## src/rtl/cantx_pkg.sv

```systemverilog
package cantx_pkg;
  localparam int ID_W    = 30;
  localparam int LEN_W   = 7;
  localparam int PAY_W   = 512;
  localparam int DW_W    = 64;
  localparam int DESC_B  = 16;
  localparam int DW_B    = 8;

  typedef enum logic {ST_IDLE = 1'b0, ST_WRITE = 1'b1} wr_state_e;
endpackage

```

## src/rtl/cantx_len_code.sv

```systemverilog
module cantx_len_code
  import cantx_pkg::*;
(
  input  logic [LEN_W-1:0] len,
  input  logic             fd,
  output logic [3:0]       dlc,
  output logic             bad,
  output logic [2:0]       n_desc,
  output logic [3:0]       n_dw
);
  always_comb begin
    bad = 1'b0;
    dlc = len[3:0];
    if (len > 7'd8) begin
      if (!fd) begin
        bad = 1'b1;
      end else begin
        case (len)
          7'd12:   dlc = 4'h9;
          7'd16:   dlc = 4'hA;
          7'd20:   dlc = 4'hB;
          7'd24:   dlc = 4'hC;
          7'd32:   dlc = 4'hD;
          7'd48:   dlc = 4'hE;
          7'd64:   dlc = 4'hF;
          default: bad = 1'b1;
        endcase
      end
    end
  end

  // doublewords = ceil(len/8); descriptors for FD = 1 + floor(ceil(len/8)/2)
  assign n_dw   = len[6:3] + {3'b0, (len[2:0] != 3'b0)};
  assign n_desc = fd ? (3'd1 + n_dw[3:1]) : 3'd1;
endmodule

```

## src/rtl/cantx_ring_space.sv

```systemverilog
module cantx_ring_space #(
  parameter int OFF_W = 12
) (
  input  logic [OFF_W-1:0] wr,
  input  logic [OFF_W-1:0] rd,
  input  logic [OFF_W-1:0] size,
  output logic [OFF_W-4:0] free_desc
);
  logic [OFF_W:0]   gap;
  logic [OFF_W-4:0] blocks;

  always_comb begin
    if (rd > wr) gap = {1'b0, rd} - {1'b0, wr};
    else         gap = {1'b0, size} - {1'b0, wr} + {1'b0, rd};
  end

  assign blocks    = gap[OFF_W:4];
  // one descriptor is held back so a full ring never looks empty
  assign free_desc = (blocks == '0) ? '0 : blocks - 1'b1;
endmodule

```

## src/rtl/cantx_desc_writer.sv

```systemverilog
module cantx_desc_writer
  import cantx_pkg::*;
#(
  parameter int OFF_W = 12,
  parameter int CNT_W = 16
) (
  input  logic               clk,
  input  logic               rst_n,
  input  logic               msg_valid,
  output logic               msg_ready,
  input  logic [ID_W-1:0]    msg_id,
  input  logic               msg_ext,
  input  logic               msg_rtr,
  input  logic [1:0]         msg_fdopt,
  input  logic [LEN_W-1:0]   msg_len,
  input  logic               msg_last,
  input  logic [PAY_W-1:0]   msg_data,
  input  logic [OFF_W-1:0]   rd_off,
  input  logic [OFF_W-1:0]   buf_size,
  output logic               mem_we,
  output logic [OFF_W-1:0]   mem_addr,
  output logic [DW_W-1:0]    mem_wdata,
  output logic [OFF_W-1:0]   wr_off,
  output logic               tx_en,
  output logic               err_inval,
  output logic               err_cut,
  output logic [CNT_W-1:0]   msg_count
);
  localparam logic [OFF_W:0] STEP_DW = (OFF_W+1)'(DW_B);

  wr_state_e         state_q, state_d;
  logic [3:0]        idx_q, idx_d, nwords_q, nwords_d;
  logic [OFF_W-1:0]  addr_q, addr_d, wp_q, wp_d, nwp_q, nwp_d;
  logic [OFF_W-1:0]  wr_off_q, wr_off_d;
  logic [DW_W-1:0]   head_q, head_d;
  logic [PAY_W-1:0]  data_q;
  logic              data_en;
  logic              last_q, last_d, batch_q, batch_d;
  logic              tx_en_q, tx_en_d, inval_q, inval_d, cut_q, cut_d;
  logic [CNT_W-1:0]  cnt_q, cnt_d;

  logic [3:0]        dlc, n_dw;
  logic              len_bad;
  logic [2:0]        n_desc;
  logic [OFF_W-4:0]  free_desc;
  logic              fits, accept;
  logic [OFF_W:0]    sum, size_x, addr_inc;
  logic [OFF_W-1:0]  nwp_calc, addr_next;
  logic [31:0]       hw0, hw1;
  logic [2:0]        sel;

  cantx_len_code u_len (
    .len(msg_len), .fd(msg_fdopt[1]), .dlc(dlc), .bad(len_bad),
    .n_desc(n_desc), .n_dw(n_dw)
  );

  cantx_ring_space #(.OFF_W(OFF_W)) u_space (
    .wr(wp_q), .rd(rd_off), .size(buf_size), .free_desc(free_desc)
  );

  // ---------------- combinational datapath ----------------
  assign fits      = free_desc >= {{(OFF_W-6){1'b0}}, n_desc};
  assign msg_ready = (state_q == ST_IDLE) && (len_bad || fits);
  assign accept    = msg_valid && msg_ready;

  assign size_x   = {1'b0, buf_size};
  assign sum      = {1'b0, wp_q} + {{(OFF_W-6){1'b0}}, n_desc, 4'b0};
  assign nwp_calc = (sum >= size_x) ? OFF_W'(sum - size_x) : sum[OFF_W-1:0];
  assign addr_inc = {1'b0, addr_q} + STEP_DW;
  assign addr_next = (addr_inc >= size_x) ? '0 : addr_inc[OFF_W-1:0];

  assign hw0 = msg_ext ? {1'b1, msg_rtr, msg_id}
                       : {1'b0, msg_rtr, msg_id[11:0], 18'b0};
  assign hw1 = {dlc, 1'b0, msg_fdopt, 25'b0};

  assign sel       = 3'(idx_q - 4'd1);
  assign mem_we    = (state_q == ST_WRITE);
  assign mem_addr  = addr_q;
  assign mem_wdata = (idx_q == 4'd0) ? head_q : data_q[{sel, 6'b0} +: DW_W];

  // ---------------- next state ----------------
  always_comb begin
    state_d  = state_q;  idx_d   = idx_q;   nwords_d = nwords_q;
    addr_d   = addr_q;   wp_d    = wp_q;    nwp_d    = nwp_q;
    wr_off_d = wr_off_q; head_d  = head_q;  last_d   = last_q;
    batch_d  = batch_q;  tx_en_d = tx_en_q; cnt_d    = cnt_q;
    inval_d  = 1'b0;     cut_d   = 1'b0;    data_en  = 1'b0;
    case (state_q)
      ST_IDLE: begin
        if (accept) begin
          if (len_bad) begin
            inval_d = !batch_q;
            cut_d   = batch_q;
            if (batch_q) begin
              wr_off_d = wp_q;
              tx_en_d  = 1'b1;
            end
            batch_d = 1'b0;
          end else begin
            state_d  = ST_WRITE;
            idx_d    = 4'd0;
            nwords_d = 4'd1 + n_dw;
            addr_d   = wp_q;
            nwp_d    = nwp_calc;
            head_d   = {hw1, hw0};
            last_d   = msg_last;
            data_en  = 1'b1;
          end
        end
      end
      ST_WRITE: begin
        addr_d = addr_next;
        idx_d  = idx_q + 4'd1;
        if (idx_q == nwords_q - 4'd1) begin
          state_d = ST_IDLE;
          wp_d    = nwp_q;
          cnt_d   = cnt_q + 1'b1;
          if (last_q) begin
            wr_off_d = nwp_q;
            tx_en_d  = 1'b1;
            batch_d  = 1'b0;
          end else begin
            batch_d  = 1'b1;
          end
        end
      end
      default: state_d = ST_IDLE;
    endcase
  end

  // ---------------- registers ----------------
  always_ff @(posedge clk or negedge rst_n) begin
    if (!rst_n) begin
      state_q <= ST_IDLE; idx_q <= '0;  nwords_q <= '0;
      addr_q  <= '0;      wp_q  <= '0;  nwp_q    <= '0;
      wr_off_q <= '0;     head_q <= '0; last_q   <= 1'b0;
      batch_q <= 1'b0;    tx_en_q <= 1'b0; cnt_q <= '0;
      inval_q <= 1'b0;    cut_q  <= 1'b0;
    end else begin
      state_q <= state_d; idx_q <= idx_d; nwords_q <= nwords_d;
      addr_q  <= addr_d;  wp_q  <= wp_d;  nwp_q    <= nwp_d;
      wr_off_q <= wr_off_d; head_q <= head_d; last_q <= last_d;
      batch_q <= batch_d; tx_en_q <= tx_en_d; cnt_q <= cnt_d;
      inval_q <= inval_d; cut_q  <= cut_d;
    end
  end

  always_ff @(posedge clk or negedge rst_n) begin
    if (!rst_n)       data_q <= '0;
    else if (data_en) data_q <= msg_data;
  end

  assign wr_off    = wr_off_q;
  assign tx_en     = tx_en_q;
  assign err_inval = inval_q;
  assign err_cut   = cut_q;
  assign msg_count = cnt_q;

  // ---------------- assertions ----------------
  a_r7_addr_in_ring: assert property (@(posedge clk) disable iff (!rst_n)
    mem_we |-> (mem_addr < buf_size) && (mem_addr[2:0] == 3'b0));

  a_r3_desc_aligned: assert property (@(posedge clk) disable iff (!rst_n)
    (wp_q[3:0] == 4'b0) && (wr_off[3:0] == 4'b0));

  a_r4_keep_gap: assert property (@(posedge clk) disable iff (!rst_n)
    (buf_size != '0) |-> ({1'b0, free_desc, 4'b0} < {1'b0, buf_size}));

  a_r8_publish_enables: assert property (@(posedge clk) disable iff (!rst_n)
    !$stable(wr_off) |-> tx_en);

  a_r9_err_exclusive: assert property (@(posedge clk) disable iff (!rst_n)
    !(err_inval && err_cut));

  a_r11_count_step: assert property (@(posedge clk) disable iff (!rst_n)
    !$stable(msg_count) |-> (msg_count == $past(msg_count) + 1'b1));
endmodule

```

## config.mk

```make
export PLATFORM = sky130hd
export DESIGN_NAME = cantx_desc_writer
export DESIGN_NICKNAME = d
export VERILOG_FILES = /design/src/rtl/cantx_pkg.sv /design/src/rtl/cantx_len_code.sv /design/src/rtl/cantx_ring_space.sv /design/src/rtl/cantx_desc_writer.sv
export SDC_FILE = /design/constraint.sdc
export NUM_CORES = 1
export LEC_CHECK = 0
export BUFFER_PORTS_ARGS = -buffer_cell sky130_fd_sc_hd__buf_2
export CORE_AREA = 3 3 269 271
export CTS_BUF_LIST = sky130_fd_sc_hd__clkbuf_4 sky130_fd_sc_hd__clkbuf_8
export CTS_CLUSTER_DIAMETER = 50
export DETAILED_ROUTE_END_ITERATION = 6
export DIE_AREA = 0 0 272 274
export HOLD_SLACK_MARGIN = 0.03
export PLACE_DENSITY = 0.72
export SETUP_SLACK_MARGIN = 0.15
export SYNTH_ARGS = -nofsm -noshare
export SYNTH_HDL_FRONTEND = slang
export SYNTH_SLANG_ARGS = --single-unit
```

## constraint.sdc

```tcl
create_clock -name clk -period 8.5 [get_ports clk]
set_clock_uncertainty 0.2 [all_clocks]
set_input_delay 0.85 -clock clk [delete_from_list [all_inputs] [get_ports clk]]
set_output_delay 0.85 -clock clk [all_outputs]
set_load 0.05 [all_outputs]
```

# After elaboration in Yosys (flattened, before gate mapping)
# Index checks and enable logic that the tools add are counted.
# totals
reg_bits,628
input_bits,581
output_inout_bits,109
elab_cells,111
# classes
addsub,14
n_lt_le_gt_ge,5
n_eq_ne,14
shifts,1
muxes,47
bitwise,2
reduce_logical,13
# op_table
operator,count
$shiftx 512x10->64,1
$mux 12,9
$mux 64,1
$pmux 12 s2,2
$mux 32,1
$pmux 4 s7,1
$ge 13x12->1,2
$sub 12x12->13,2
$mux 1,22
$eq 7x5->1 const B,3
$add 16x1->16 const B,1
$mux 4,4
$eq 7x6->1 const B,2
$add 12x4->13 const B,1
$add 12x7->13,1
$add 13x12->13,1
$mux 13,1
$gt 12x12->1,1
$sub 12x12->12,1
$ge 9x3->1,1
$logic_not 9->1,1
$mux 9,1
$sub 9x1->9 const B,1
$ne 2x2->1 const B,4
24 further kinds,31

# Longest topological paths before layout
# Gate-level depths: netlist (run 1).
# depth
ltp_word,11
depth_mapped,24
ltp_nobuf,23

# Cells and area by module
# A second synthesis (run 1) with hierarchy kept.
# hier_totals
cells_unflattened,3466
hier_area_um2,31504.0
# modules_own_cells
mod,instances,cells_per_inst,area_per_inst_um2,seq_area_each_um2
cantx_desc_writer,1,3184,29405.7,15715.1
cantx_ring_space,1,237,1754.2,0.0
cantx_len_code,1,45,344.1,0.0

# Worst setup path before layout (run 1)
# OpenSTA, ideal clock, no wires.
# synth_timing
path_kind,input to output
startpoint,input port rd_off[5]
endpoint,output port msg_ready
t_arrival_ns,5.411
t_required_ns,7.450
setup_slack_ns,2.039
cell_stages,21
path_buffers,1
path_cell_list,inv_1 > fa_1 > inv_1 > ha_1 > buf_2 > a21o_1 > a21o_1 > a221o_1 > a31o_1 > a21o_1 > a2111oi_4 > o22ai_2 > nor4_1 > nand2b_1 > ha_1 > nand2b_1 > a21o_1 > a21oi_1 > o211ai_1 > a211oi_1 > nor2_1
# synth_via
elab_chain_len,7
elab_cells_between_ends,10
cone_classes,add/sub: 3; order compare: 2; mux: 2; reduce/logical: 3
# synth_lines
element,line_no,text
"start, declared",cantx_desc_writer.sv:18,"input logic [OFF_W-1:0] rd_off,"
"$add 13x12->13, or another cell as far along",cantx_ring_space.sv:14,"else gap = {1'b0, size} - {1'b0, wr} + {1'b0, rd};"
$mux 13 (*),cantx_ring_space.sv:13,"if (rd > wr) gap = {1'b0, rd} - {1'b0, wr};"
$sub 9x1->9 or $logic_not 9->1 (tied branches),cantx_ring_space.sv:19,assign free_desc = (blocks == '0) ? '0 : blocks - 1'b1;
$mux 9 (*),cantx_ring_space.sv:19,
$ge 9x3->1 (*),cantx_desc_writer.sv:62,"assign fits = free_desc >= {{(OFF_W-6){1'b0}}, n_desc};"
$logic_or 1x1->1 (*),cantx_desc_writer.sv:63,assign msg_ready = (state_q == ST_IDLE) && (len_bad || fits);
$logic_and 1x1->1 (*),cantx_desc_writer.sv:63,
"end, declared",cantx_desc_writer.sv:10,"output logic msg_ready,"
# Mark *: on every way between the ends. The rest lies on a longest branch, timed or not.

# Worst setup path in the final report (run 1)
# layout_timing
startpoint,register wp_q[7]
endpoint,output port msg_ready
# layout_via
elab_chain_len,8
elab_cells_between_ends,11
cone_classes,add/sub: 4; order compare: 2; mux: 2; reduce/logical: 3
# layout_lines
element,line_no,text
"start, declared",cantx_desc_writer.sv:33,"logic [OFF_W-1:0] addr_q, addr_d, wp_q, wp_d, nwp_q, nwp_d;"
"start signal, assigned",cantx_desc_writer.sv:141,addr_q <= addr_d; wp_q <= wp_d; nwp_q <= nwp_d;
$sub 12x12->13,cantx_ring_space.sv:14,
$add 13x12->13,cantx_ring_space.sv:14,
$mux 13 (*),cantx_ring_space.sv:13,
$sub 9x1->9 or $logic_not 9->1 (tied branches),cantx_ring_space.sv:19,
$mux 9 (*),cantx_ring_space.sv:19,
$ge 9x3->1 (*),cantx_desc_writer.sv:62,
$logic_or 1x1->1 (*),cantx_desc_writer.sv:63,
$logic_and 1x1->1 (*),cantx_desc_writer.sv:63,
# Marks and branches as above.

==> flow_summary_export.csv, run 1 <==
group,metric,value,unit
clocking,cts_buffer_depth,3,
routing,ant_nets,0,
global_routing,grtUsageTotal,26.56,%
worst_setup_path,r2r.worst_path.cells,21,
clocking,postCtsSetupRepairBufs,0,
timing,finalHoldViolations,0,
worst_setup_path,cp-end-kind,"output port",
synthesis,synth_area_per_cell,14.34,µm²
finish,final_layout_size_suffix_gt1_share,50.75,%
flow_run,drv_cap,0,
routing,route.vias.total,23200,
global_routing,grt_first_pass_wirelength,151100,µm
die,ios,690,
clocking,ctsResizeCount,0,
routing,drc_errors,0,
finish,finalInstanceArea,40240,µm²
timing,period_minus_slack,7.801,ns
pwr,leakagePower,0.01903,µW
die,die_h,274,µm
global_routing,use_met3,6.405,%
worst_setup_path,crit_required,7.45,ns
timing,max_freq,0.1282,GHz
worst_hold_path,hold_class,"in2reg",
die,die_w,272,µm
finish,final_common_cell,"buf_2",
synthesis,synth_flop_cell,"dfrtp_1",
finish,synthToLayoutAreaGrowth,18.22,%
timing,setup_violations,0,
worst_setup_path,r2r_start,"wp_q[7]",
die,start_util,48.61,%
timing,slew_viol_final,0,
timing,slew_headroom,25.49,%
timing,tightest_slew,1.118,ns
synthesis,syn_area,34040,µm²
clocking,htreeDepth,3,
routing,first_iter_violations,1703,
worst_setup_path,start_kind,"flip-flop",
timing,fin_setup_tns,0,ns
pwr,p_per_area,437.3,nW/µm²
die,rows,97,
place,io_buffers,689,
place,placed_cell_area,37610,µm²
routing,wl_per_cell,24.46,µm
synthesis,async_reset_ff_share,100.0,%
worst_hold_path,hp-start,"msg_data[150]",
synthesis,ys_seq_area_share,46.16,%
global_routing,first_global_vias,24720,
global_routing,antenna_found_initial,81,
die,core_area,70030,µm²
worst_setup_path,reg2reg_setup_slack,1.37,ns
place,globalplace.congestion,0.9691,
finish,final_cell_mix,"buf_2, dfrtp_1, mux2_4",
finish,fin_nets,3719,
global_routing,grt_max_degree,176,
global_routing,grt-ovfl-total,0,
timing,fin_crit_sh,91.77,%
clocking,cts_tree,"yes",
worst_setup_path,worst_r2r_endpoint,"data_q[438]",
clocking,hold_buffers,1,
worst_setup_path,worstPathArrival,6.75,ns
clocking,clkLatencyLatePin,0.70,ns
synthesis,synth_fp_nets,3033,
worst_setup_path,path_max_fanout,15,
clocking,clockRootBuffer,"clkbuf_8",
worst_hold_path,holdPathStages,2,
die,die-area,74530,µm²
timing,rsz0062_at_grt,"no",
synthesis,yosys_warnings,0,
worst_hold_path,min_to,"data_q[150]",
global_routing,use_met1,33.01,%
global_routing,top_usage_layer,"met2",
place,dp_hpwl,74210,µm
clocking,cts_buffers,109,
synthesis,ys_seq_elements,628,
worst_setup_path,worstSetupPathType,"reg2out",
synthesis,synth-edff-count,0,
pwr,ir_worst_vdd,0.4434,mV
global_routing,met2_usage,43.81,%
run_status,status,"finished, final reports clean",
synthesis,syn-instance-count,2374,
routing,vias_per_cell,5.595,
clocking,cts.clk_slew.worst_paths,0.07,ns
routing,first_pass_iters,6,
finish,fill_cells,5619,
synthesis,ys_types,73,
routing,wirelength,101400,µm
clocking,clock-sinks,628,
## flip-flops by register name (all words and copies together) (netlist names), 4 cells and up
name,flops
nwp_q,12
nwords_q,4
wr_off,12
wp_q,12
data_q,512
mem_addr,12
msg_count,16
head_q,38
idx_q,4
## power breakdown
part           switching, µW  internal (µW)
sequential               990           4420
combinational           5070           4030
clock                   1340           1750
## layout make-up
| cell class | instances | area, µm² | share of cell area, % |
|---|---|---|---|
| multi-input combinational | 1515 | 16580 | 41.20 |
| sequential | 628 | 15720 | 39.06 |
| timing repair buffer | 722 | 3834 | 9.526 |
| clock buffer | 157 | 2011 | 4.996 |
| tap | 940 | 1176 | 2.922 |
| clock inverter | 39 | 456.7 | 1.135 |
| inverter | 84 | 315.3 | 0.7835 |
| antenna | 61 | 152.6 | 0.3793 |
## Yosys cell counts (all sizes together), types with 6 or more instances
library cell	number	share of area [%]
a21oi	67	0.99
and2	7	0.13
nor2	51	0.61
fa	13	0.76
nand2b	12	0.22
mux4	128	8.5
dfrtp	628	46
o21ai	139	2.0
inv	84	0.93
mux2i	70	2.1
a21o	17	0.37
or3	6	0.11
nand2	167	1.8
xnor2	34	0.87
nor4	7	0.13
buf	79	3.6
nor2b	10	0.21
a31oi	14	0.26
o31ai	7	0.15
mux2	536	23
a211oi	11	0.28
nor3	14	0.21
xor2	27	0.69
clkbuf	68	0.75
nand3	24	0.35
ha	65	2.4
nand4	10	0.18
and3	9	0.17
## per-layer routing
metal	wire length, µm	vias to the layer above
li1	-	10070
met1	39360	11850
met2	50290	981
met3	7277	257
met4	4200	40
met5	280	-
## cells by family (layout without fill, tap and decap cells)
| logic type | after synthesis | count (layout) | synth area share [%] |
|---|---|---|---|
| DFF | 628 | 628 | 46.16 |
| xor gates and xnor gates | 61 | 61 | 1.569 |
| AOI/OAI and AO/OA | 305 | 305 | 5.436 |
| adders and majority gates | 78 | 78 | 3.154 |
| buffers and inverters | 231 | 1002 | 5.271 |
| and+or+nand+nor | 337 | 337 | 4.635 |
| other | 0 | 61 | 0 |
| muxes | 734 | 734 | 33.77 |
## how the worst max path moves through the flow
stage,startpoint,endpoint,slack (ns),depth (start not counted)
after global routing,wp_q[7],msg_ready,0.24,20
after CTS,wp_q[7],msg_ready,0.76,20
after global placement,buf_size[5],msg_ready,1.25,22
after detailed placement,buf_size[5],msg_ready,1.22,22
final,wp_q[7],msg_ready,0.70,20
after floorplan,rd_off[5],msg_ready,2.04,21
## critical path, cell delays in order (launching register included)
cell	delay, ns
dfrtp_1	0.58
inv_1	0.25
ha_1	0.49
and4_1	0.28
a21oi_1	0.08
a31oi_1	0.29
o31a_1	0.61
nor2_1	0.12
a31oi_1	0.45
ha_1	0.25
nand3_1	0.24
nor4_1	0.52
nand2b_1	0.17
ha_1	0.23
nand2b_1	0.14
a21o_1	0.17
a21oi_1	0.17
o211ai_1	0.12
a211oi_1	0.57
nor2_1	0.08
buf_2	0.24
## metrics by stage
step	hold slack [ns]	std cells	util [%]	worst slack, ns	total power [µW]
3_5_place_dp	0.2562	3888	53.71	1.223	14490
4_1_cts	0.06936	4085	57.25	0.7574	17650
6_report	0.1479	4146	57.47	0.6992	17600
2_1_floorplan	0.2498	2374	-	2.039	11980
3_3_place_gp	0.2580	3888	53.71	1.255	14250
5_1_grt	0.09673	4134	57.43	0.2377	18450
Power figures use the tool's default switching activity.
==> run 2, diff against run 1 <==
clock period = 8.4 ns   (was 8.5 ns; I/O delays follow)
==> run 2 against run 1 <==
Against the previous run:
- cell count is 0.31% higher
- die area unchanged
- flip-flop and latch count unchanged
- first-iteration DRC count decreased by 11%
- register-to-register slack worse by 0.11 ns
- clock power about the same
- via count increased by 0.57%
- clock-buffer cell count increased by 14
- hold slack worse by 0.025 ns
- sequential power increased by 1%
- wire length grew 1.5%
- largest cell class unchanged
- highest routed layer unchanged
==> flow_summary_export.csv, run 2 (synthesis results as in run 1) <==
group,metric,value,unit
worst_setup_path,cp-end-kind,"output port",
clocking,clkLatencyLatePin,0.70,ns
worst_hold_path,hold_class,"in2reg",
timing,slew_headroom,36.05,%
die,start_util,48.61,%
die,core_area,70030,µm²
worst_setup_path,start_kind,"flip-flop",
flow_run,drv_cap,0,
worst_setup_path,crit_chain,"inv_1, ha_1, and4_1, a21oi_1, a31oi_1, o31a_1, nor2_1, a31oi_1, ha_1, nand3_1, nor4_1, nand2b_1, ha_1, nand2b_1, a21o_1, a21oi_1, o211ai_1, a211oi_2, nor2_1, buf_2",
timing,period_minus_slack,7.617,ns
finish,final_layout_size_suffix_gt1_share,50.86,%
finish,final_common_cell,"buf_2",
clocking,clock-sinks,628,
clocking,postCtsSetupRepairBufs,0,
worst_setup_path,reg2reg_setup_slack,1.26,ns
worst_setup_path,path_buf_inv,2,
worst_setup_path,r2r.worst_path.cells,20,
global_routing,antenna_found_initial,85,
finish,final_cell_mix,"buf_2, dfrtp_1, mux2_4",
run_status,status,"finished, final reports clean",
worst_setup_path,r2r_start,"wp_q[7]",
worst_hold_path,holdPathStages,2,
routing,wl_per_cell,24.76,µm
pwr,p_per_area,441.5,nW/µm²
timing,setup_violations,0,
worst_setup_path,crit_required,7.36,ns
worst_setup_path,path_max_fanout,15,
finish,largest_reg_flops,512,
timing,hold_slack,0.1227,ns
timing,fin_setup_tns,0,ns
finish,synthToLayoutAreaGrowth,18.37,%
timing,fin_crit_sh,90.68,%
die,die_w,272,µm
worst_setup_path,crit_start,"wp_q[7]",
finish,fin_nets,3726,
pwr,ir_worst_vdd,0.5457,mV
place,io_buffers,689,
finish,post-route-util,57.54,%
worst_setup_path,worstPathArrival,6.58,ns
finish,regArea,15720,µm²
place,dp_hpwl,75620,µm
worst_setup_path,crit_top_cell,"ha_1",
global_routing,grt_max_degree,153,
global_routing,grt_first_pass_wirelength,153600,µm
timing,setup_slack,0.7830,ns
routing,drc_errors,0,
global_routing,grt-ovfl-total,0,
die,ios,690,
finish,fill_cells,5645,
routing,wirelength,103000,µm
worst_setup_path,cp-endpoint,"msg_ready",
clocking,cts.clk_slew.worst_paths,0.06,ns
finish,top_register,"data_q",
global_routing,grtUsageTotal,27.09,%
clocking,htreeDepth,3,
routing,first_iter_violations,1515,
timing,finalHoldViolations,0,
die,die_h,274,µm
worst_setup_path,crit_cells,20,
clocking,cts_tree,"yes",
worst_setup_path,worst_r2r_endpoint,"data_q[310]",
worst_setup_path,slowest_delay,0.60,ns
routing,ant_nets,0,
routing,first_pass_iters,5,
die,rows,97,
clocking,cts_buffers,110,
global_routing,first_global_vias,24820,
timing,max_freq,0.1313,GHz
place,globalplace.congestion,0.9627,
worst_setup_path,crit_slowest_cell,"o31a_1",
clocking,cts_buffer_depth,3,
routing,vias_per_cell,5.610,
finish,multi_input_area,16590,µm²
die,die-area,74530,µm²
timing,rsz0062_at_grt,"no",
timing,tightest_slew,0.9593,ns
clocking,clockRootBuffer,"clkbuf_8",
timing,slew_viol_final,0,
worst_setup_path,critPathTopFamily,"compound AO/OA/AOI/OAI gates",
worst_setup_path,worstSetupPathType,"reg2out",
place,dp_slack,1.036,ns
routing,route.vias.total,23330,
pwr,leakagePower,0.01906,µW
## run 2: timing repair
action / 4_1_cts / 5_1_grt
endpoints found under the hold margin: 41 / 0
resized for setup: 0 / 1
setup endpoints to repair: 0 / 1
hold buffers: 1 / 0
## run 2: how the worst min path moves through the flow
stage,start,to,slack [ns]
floorplan,batch_q,err_inval,0.25
global placement,msg_count[15],msg_count[15],0.26
detailed placement,tx_en,tx_en,0.25
CTS,msg_data[143],data_q[143],0.04
global route,msg_data[146],data_q[146],0.07
finish,msg_data[143],data_q[143],0.12
## run 2: power by group
part | internal [µW] | total (µW) | switching (µW)
Sequential | 4470 | 5470 | 1000
Combinational | 4080 | 9220 | 5150
Clock | 1760 | 3090 | 1340
## run 2: cell type report
cell class,count,share of cell area (%)
flip-flops and latches,628,39.01
clock buffers,171,5.297
clock inverters,24,0.7732
diodes,69,0.4285
repair buffers,728,9.626
well taps,940,2.919
inverters,84,0.7825
multi-input cells,1515,41.16
## run 2: metal layers
metal	share of wire [%]	GRT usage [%]
met1	39	33.94
met2	49	43.99
met3	7.3	6.720
met4	4.5	13.48
met5	0.22	0
## run 2: metrics by stage
| stage | cell area, µm² | std cells | power (µW) |
|---|---|---|---|
| global placement | 37660 | 3894 | 14420 |
| detailed placement | 37660 | 3894 | 14670 |
| global route | 40260 | 4146 | 18650 |
| floorplan | 34040 | 2374 | 12130 |
| CTS | 40120 | 4090 | 17850 |
| finish | 40290 | 4159 | 17790 |
